<file path="config.mk">
export PLATFORM = sky130hd
export DESIGN_NAME = ledscan_engine
export DESIGN_NICKNAME = d
export VERILOG_FILES = /design/src/rtl/lsc_pkg.sv /design/src/rtl/lsc_scan_seq.sv /design/src/rtl/lsc_line_fill.sv /design/src/rtl/lsc_col_align.sv /design/src/rtl/ledscan_engine.sv
export SDC_FILE = /design/constraint.sdc
export NUM_CORES = 1
export LEC_CHECK = 0
export BUFFER_PORTS_ARGS = -buffer_cell sky130_fd_sc_hd__buf_4
export CORE_MARGIN = 4
export CORE_UTILIZATION = 47
export CTS_CLUSTER_DIAMETER = 100
export DETAILED_ROUTE_END_ITERATION = 8
export PLACE_DENSITY = 0.73
export SLEW_MARGIN = 40
export SYNTH_ARGS = -nofsm -noshare
export SYNTH_HDL_FRONTEND = slang
export SYNTH_SLANG_ARGS = --single-unit
</file>
<file path="constraint.sdc">
create_clock -name clk -period 4.3 [get_ports clk]
set_input_delay 0.43 -clock clk [delete_from_list [all_inputs] [get_ports clk]]
set_output_delay 0.43 -clock clk [all_outputs]
set_load 0.05 [all_outputs]
</file>
<file path="src/rtl/lsc_pkg.sv">
package lsc_pkg;
  localparam int READ_LAT = 1;
  localparam int SLOT_TAIL = READ_LAT + 1;

  function automatic int slot_period(input int cols);
    return cols + SLOT_TAIL;
  endfunction

  function automatic int sub_frames(input int bpp);
    return (1 << bpp) - 1;
  endfunction
endpackage

</file>
<file path="src/rtl/lsc_scan_seq.sv">
module lsc_scan_seq
  import lsc_pkg::*;
#(
  parameter int COLS = 128,
  parameter int ROWS = 32,
  parameter int BPP  = 2,
  localparam int CW     = $clog2(COLS),
  localparam int RW     = $clog2(ROWS),
  localparam int PERIOD = slot_period(COLS),
  localparam int PW     = $clog2(PERIOD),
  localparam int SUBS   = sub_frames(BPP)
) (
  input  logic          clk,
  input  logic          rst,
  output logic [PW-1:0] ph,
  output logic [RW-1:0] row,
  output logic [BPP-1:0] sub,
  output logic          rd_en,
  output logic [CW-1:0] col,
  output logic          commit
);
  logic last_ph;
  assign last_ph = (ph == PW'(PERIOD - 1));

  always_ff @(posedge clk) begin
    if (rst) begin
      ph  <= '0;
      sub <= '0;
      row <= '0;
    end else if (last_ph) begin
      ph <= '0;
      if (sub == BPP'(SUBS - 1)) begin
        sub <= '0;
        row <= (row == RW'(ROWS - 1)) ? '0 : row + RW'(1);
      end else begin
        sub <= sub + BPP'(1);
      end
    end else begin
      ph <= ph + PW'(1);
    end
  end

  assign rd_en  = (ph < PW'(COLS));
  assign col    = ph[CW-1:0];
  assign commit = last_ph;
endmodule

</file>
<file path="src/rtl/lsc_line_fill.sv">
module lsc_line_fill #(
  parameter int COLS = 128,
  parameter int ROWS = 32,
  parameter int BPP  = 2,
  localparam int CW = $clog2(COLS),
  localparam int RW = $clog2(ROWS)
) (
  input  logic            clk,
  input  logic            rst,
  input  logic            rd_en,
  input  logic [CW-1:0]   col,
  input  logic [BPP-1:0]  sub,
  input  logic [RW-1:0]   row,
  input  logic            commit,
  input  logic [BPP-1:0]  rd_data,
  output logic [COLS-1:0] show_line,
  output logic [RW-1:0]   show_row
);
  logic            v1;
  logic [CW-1:0]   c1;
  logic [BPP-1:0]  s1;
  logic [COLS-1:0] fill_line;

  always_ff @(posedge clk) begin
    if (rst) begin
      v1 <= 1'b0;
      c1 <= '0;
      s1 <= '0;
    end else begin
      v1 <= rd_en;
      c1 <= col;
      s1 <= sub;
    end
  end

  always_ff @(posedge clk) begin
    if (rst) begin
      fill_line <= '0;
    end else if (v1) begin
      fill_line[c1] <= (rd_data > s1);
    end
  end

  always_ff @(posedge clk) begin
    if (rst) begin
      show_line <= '0;
      show_row  <= '0;
    end else if (commit) begin
      show_line <= fill_line;
      show_row  <= row;
    end
  end
endmodule

</file>
<file path="src/rtl/lsc_col_align.sv">
module lsc_col_align
  import lsc_pkg::*;
#(
  parameter int COLS  = 128,
  parameter int DLY   = 2,
  parameter int BLANK = 1,
  localparam int PERIOD = slot_period(COLS),
  localparam int PW     = $clog2(PERIOD)
) (
  input  logic            clk,
  input  logic            rst,
  input  logic [PW-1:0]   ph,
  input  logic [COLS-1:0] show_line,
  output logic [COLS-1:0] col_o
);
  logic            dark;
  logic [COLS-1:0] aligned;

  assign dark    = (ph < PW'(BLANK)) || (ph == PW'(PERIOD - 1));
  assign aligned = dark ? '0 : show_line;

  generate
    if (DLY == 0) begin : g_direct
      assign col_o = aligned;
    end else begin : g_pipe
      logic [COLS-1:0] stg [DLY];
      always_ff @(posedge clk) begin
        if (rst) begin
          for (int i = 0; i < DLY; i++) stg[i] <= '0;
        end else begin
          stg[0] <= aligned;
          for (int i = 1; i < DLY; i++) stg[i] <= stg[i-1];
        end
      end
      assign col_o = stg[DLY-1];
    end
  endgenerate
endmodule

</file>
<file path="src/rtl/ledscan_engine.sv">
module ledscan_engine
  import lsc_pkg::*;
#(
  parameter int COLS  = 128,
  parameter int ROWS  = 32,
  parameter int BPP   = 2,
  parameter int DLY   = 2,
  parameter int BLANK = 1,
  localparam int CW = $clog2(COLS),
  localparam int RW = $clog2(ROWS),
  localparam int AW = RW + CW,
  localparam int PW = $clog2(slot_period(COLS))
) (
  input  logic            clk,
  input  logic            rst,
  output logic            rd_en_o,
  output logic [AW-1:0]   rd_addr_o,
  input  logic [BPP-1:0]  rd_data_i,
  output logic [RW-1:0]   row_sel_o,
  output logic [COLS-1:0] col_o
);
  logic [PW-1:0]   ph;
  logic [RW-1:0]   fetch_row;
  logic [BPP-1:0]  fetch_sub;
  logic [CW-1:0]   fetch_col;
  logic            commit;
  logic [COLS-1:0] show_line;

  lsc_scan_seq #(.COLS(COLS), .ROWS(ROWS), .BPP(BPP)) u_seq (
    .clk(clk), .rst(rst), .ph(ph), .row(fetch_row), .sub(fetch_sub),
    .rd_en(rd_en_o), .col(fetch_col), .commit(commit)
  );

  // Left half holds the even logical row, right half the odd one: the
  // column MSB picks the row parity, so the address is {row, column}.
  assign rd_addr_o = {fetch_row, fetch_col};

  lsc_line_fill #(.COLS(COLS), .ROWS(ROWS), .BPP(BPP)) u_fill (
    .clk(clk), .rst(rst), .rd_en(rd_en_o), .col(fetch_col), .sub(fetch_sub),
    .row(fetch_row), .commit(commit), .rd_data(rd_data_i),
    .show_line(show_line), .show_row(row_sel_o)
  );

  lsc_col_align #(.COLS(COLS), .DLY(DLY), .BLANK(BLANK)) u_align (
    .clk(clk), .rst(rst), .ph(ph), .show_line(show_line), .col_o(col_o)
  );
endmodule

</file>
==> metrics.md <==
| Metric | Value |
|---|---|
| Outcome | `completed` |
| Fill cells | `3,617` |
| Proportion of synthesized area in mux cells | `0.00113` |
| Final nets | `2,005` |
| Clock Tree Buf Depth | `3` |
| Worst-path clk slew | `0.06 ns` |
| Sw frac | `0.209` |
| Residual DRC count | `0` |
| DRT Pass-1 Iters | `5` |
| Pwr per Cell Area | `467 nW/um2` |
| Net Switching | `2.05 mW` |
| Adder-Cell Fraction of Synth Area | `0.00466` |
| Die ar. | `43,300 um2` |
| Logic gate share of total power | `0.022` |
| H-tree lvl count | `2` |
| # IOs | `150` |
| Max-capacitance violation count | `0` |
| Post-synth EDFFs | `0` |
| Setup crit start kind | `flop` |
| # hold bufs at CTS | `0` |
| Detailed-route via count | `13,000` |
| Crit Path Class | `reg2reg` |
| DPL Wire Length | `23,900 um` |
| Pint | `7.78 mW` |
| Gr usage total | `0.175` |
| Initial antenna violation count | `0` |
| Post-synth ARST share | `0` |
| Fin crit share | `0.587` |
| Flop-to-flop setup slack | `1.78 ns` |
| Syn_area_per_cell | `9.15 um2` |
| Synthesized area | `18,800 um2` |
| TritonCTS clock tree | `done` |
| Worst hold slack | `0.295 ns` |
| VDD IR max | `0.276 mV` |
| Vias in the first global route | `12,600` |
| CTS root buf | `clkbuf_16` |
| Fmax achieved | `396 MHz` |
| Synth Register Bits | `542` |
| Skew final | `0.0126 ns` |
| Reg-to-Reg Start | `u_seq.ph[0]$_SDFF_PP0_` |
| Antenna viol nets, final | `0` |
| Starting Density | `0.474` |
| Layout cell share with drive strength beyond 1 | `0.144` |
| WP data arrival | `3.02 ns` |
| Die Wd | `208 um` |
| Reg2reg path depth | `6` |
| Xor-xnor portion of the synthesized cell area | `0.00279` |
| Top cells by area, synth | `dfxtp_1 58%, nand2_1 8.1%, a21oi_1 7.1%` |
| Crit Path Max Fanout | `93` |
| Sequential share of the synthesized area | `0.577` |
| Critical Path RT | `4.80 ns` |
| Mapped Cells | `2,055` |
| Setup TNS | `0 ns` |
| HP Class | `in2reg` |
| Vias/cell | `5.08` |
| Final min period | `2.52 ns` |
| Port Buffers | `149` |
| # setup viols final | `0` |
| Startpoint of the worst hold path | `rst` |
| RSZ-0062 raised after global routing | `no` |
| Hold Violations, Final | `0` |
| Clock Sinks | `542` |
| TritonCTS Buffers | `52` |
| Distinct cells, synth | `41` |
| Synth Area in Simple Gates | `0.234` |
| Ys flop type | `dfxtp_1` |
| Ant. Diodes | `0` |
| Final Max Tran Viols | `0` |
| Rows | `73` |
| Main combinational cell family by area after synthesis | `simple AND/OR/NAND/NOR gates` |
| Routed len/inst | `15.2 um` |
| Crit. End Element | `flop` |
| RePlAce Congestion | `0.755` |
| Area Growth Syn to Fin | `12.0%` |
| LEAKAGE | `7.71 nW` |
| Gr ovfl total | `0` |
| Hold path endpoint | `u_fill.c1[2]$_SDFF_PP0_` |
| Mapped Nets | `2,066` |
| Die Y | `208 um` |
| Slew headroom | `0.488` |
| Largest net degree at the start of global routing | `152` |
| WL final | `38,900 um` |
| Fraction of power consumed by sequential logic | `0.512` |
| Clk Latency, worst-skew pair | `0.58 ns` |
| Count leader, synth | `dfxtp_1` |
| Post-synth top cells | `542 x dfxtp_1, 404 x nand2_1, 266 x a21oi_1, 147 x buf_4` |
| Synth top area share | `0.577` |
| Core Footprint | `39,600 um2` |
| Slew @ Worst Pin | `0.766 ns` |
| First-pass GRT wire length | `63,800 um` |
| Yosys Warn Count | `0` |
| Compound-cell area share of the yosys netlist | `0.0899` |
| Post-CTS setup buffer count | `0` |
| Number of DRC markers in iteration 0 | `884` |
| Area leader, netlist | `dfxtp_1` |
| Clock share of power | `0.465` |
| Reg2reg end | `u_fill.show_line[78]$_SDFFE_PP0P_` |
| Worst hold path depth | `2` |
| Post-CTS sizing | `0` |
-- cells in the final DEF, fill, tap and decap left out, types with 12 or more instances in the layout --
cell and n:
dfxtp_1 538, nand2_1 403, a21oi_1 266, buf_4 161
nor2b_1 136, nand3_1 136, and2_1 128, o21ai_0 66
clkbuf_16 53, clkinv_2 14, clkbuf_8 13, nor2_1 12
-- state kept, by name, summed over array words and instances, names as in the netlist --
signal and count:
u_seq.row 5, u_seq.sub 2, u_fill.show_row 5, u_align.g_pipe.stg 256, u_seq.ph 8, u_fill.s1 2
u_fill.show_line 128, u_fill.v1 1, u_fill.c1 7, u_fill.fill_line 128
-- worst max-delay path by stage --
stage	from	end	slack (ns)	depth (start not counted)
3_3_place_gp	u_seq.ph[0]$_SDFF_PP0_	u_align.g_pipe.stg[0][31]$_SDFF_PP0_	1.63	6
4_1_cts	u_seq.ph[0]$_SDFF_PP0_	u_fill.show_line[78]$_SDFFE_PP0P_	1.79	6
6_report	u_seq.ph[0]$_SDFF_PP0_	u_fill.show_line[78]$_SDFFE_PP0P_	1.78	6
3_5_place_dp	u_seq.ph[0]$_SDFF_PP0_	u_fill.show_line[19]$_SDFFE_PP0P_	1.81	6
5_1_grt	u_seq.ph[0]$_SDFF_PP0_	u_fill.show_line[79]$_SDFFE_PP0P_	1.62	6
2_1_floorplan	u_seq.row[0]$_SDFFE_PP0P_	u_seq.row[3]$_SDFFE_PP0P_	2.41	5
-- layout make-up --
| class | instances | area, um2 | area share |
|---|---|---|---|
| multi-input cells | 1221 | 6410 | 0.304 |
| clock inverters | 20 | 208 | 0.00986 |
| inverters | 6 | 22.5 | 0.00107 |
| flip-flops and latches | 542 | 10900 | 0.515 |
| repair buffers | 171 | 1390 | 0.0659 |
| well taps | 525 | 657 | 0.0312 |
| clock buffers | 71 | 1520 | 0.0724 |
-- critical path, cell delays in order, from the launching register on --
cell and delay, ns:
dfxtp_1 0.48, ha_1 0.22, and4bb_1 0.42, and2_4 0.54, buf_12 0.38, nand2_1 0.14
a21oi_1 0.15
-- power by group through the flow --
stage / logic, mW / registers (mW) / clock network, mW
2_1_floorplan: 0.153 / 5.14 / 0
3_3_place_gp: 0.200 / 5.15 / 0
3_5_place_dp: 0.219 / 5.15 / 0
4_1_cts: 0.219 / 5.04 / 4.69
5_1_grt: 0.238 / 5.04 / 4.87
6_report: 0.218 / 5.04 / 4.58
-- stage by stage --
| stage | instances | power, mW | cell area (um2) | util | setup WS [ns] |
|---|---|---|---|---|---|
| finish | 2556 | 9.84 | 21100 | 0.531 | 1.78 |
| global route | 2556 | 10.1 | 21100 | 0.531 | 1.62 |
| CTS | 2554 | 9.94 | 21000 | 0.531 | 1.79 |
| detailed placement | 2463 | 5.37 | 19300 | 0.487 | 1.81 |
| global placement | 2459 | 5.35 | 19200 | 0.484 | 1.63 |
| floorplan | 2055 | 5.30 | 18800 | - | 2.41 |
-- per-layer routing --
metal,wire (um),GRT usage,vias up
li1,-,-,6404
met1,17400,0.230,6113
met2,17600,0.279,361
met3,2410,0.0369,97
met4,1480,0.0768,0
met5,0,0,-
-- cell families after synthesis --
group | after synthesis
fa+ha+maj | 7
simple gates | 870
mux | 2
buf+inv | 292
xor+xnor | 6
compound gates | 336
flops | 542
No activity file was read; power rests on OpenSTA's default activity.
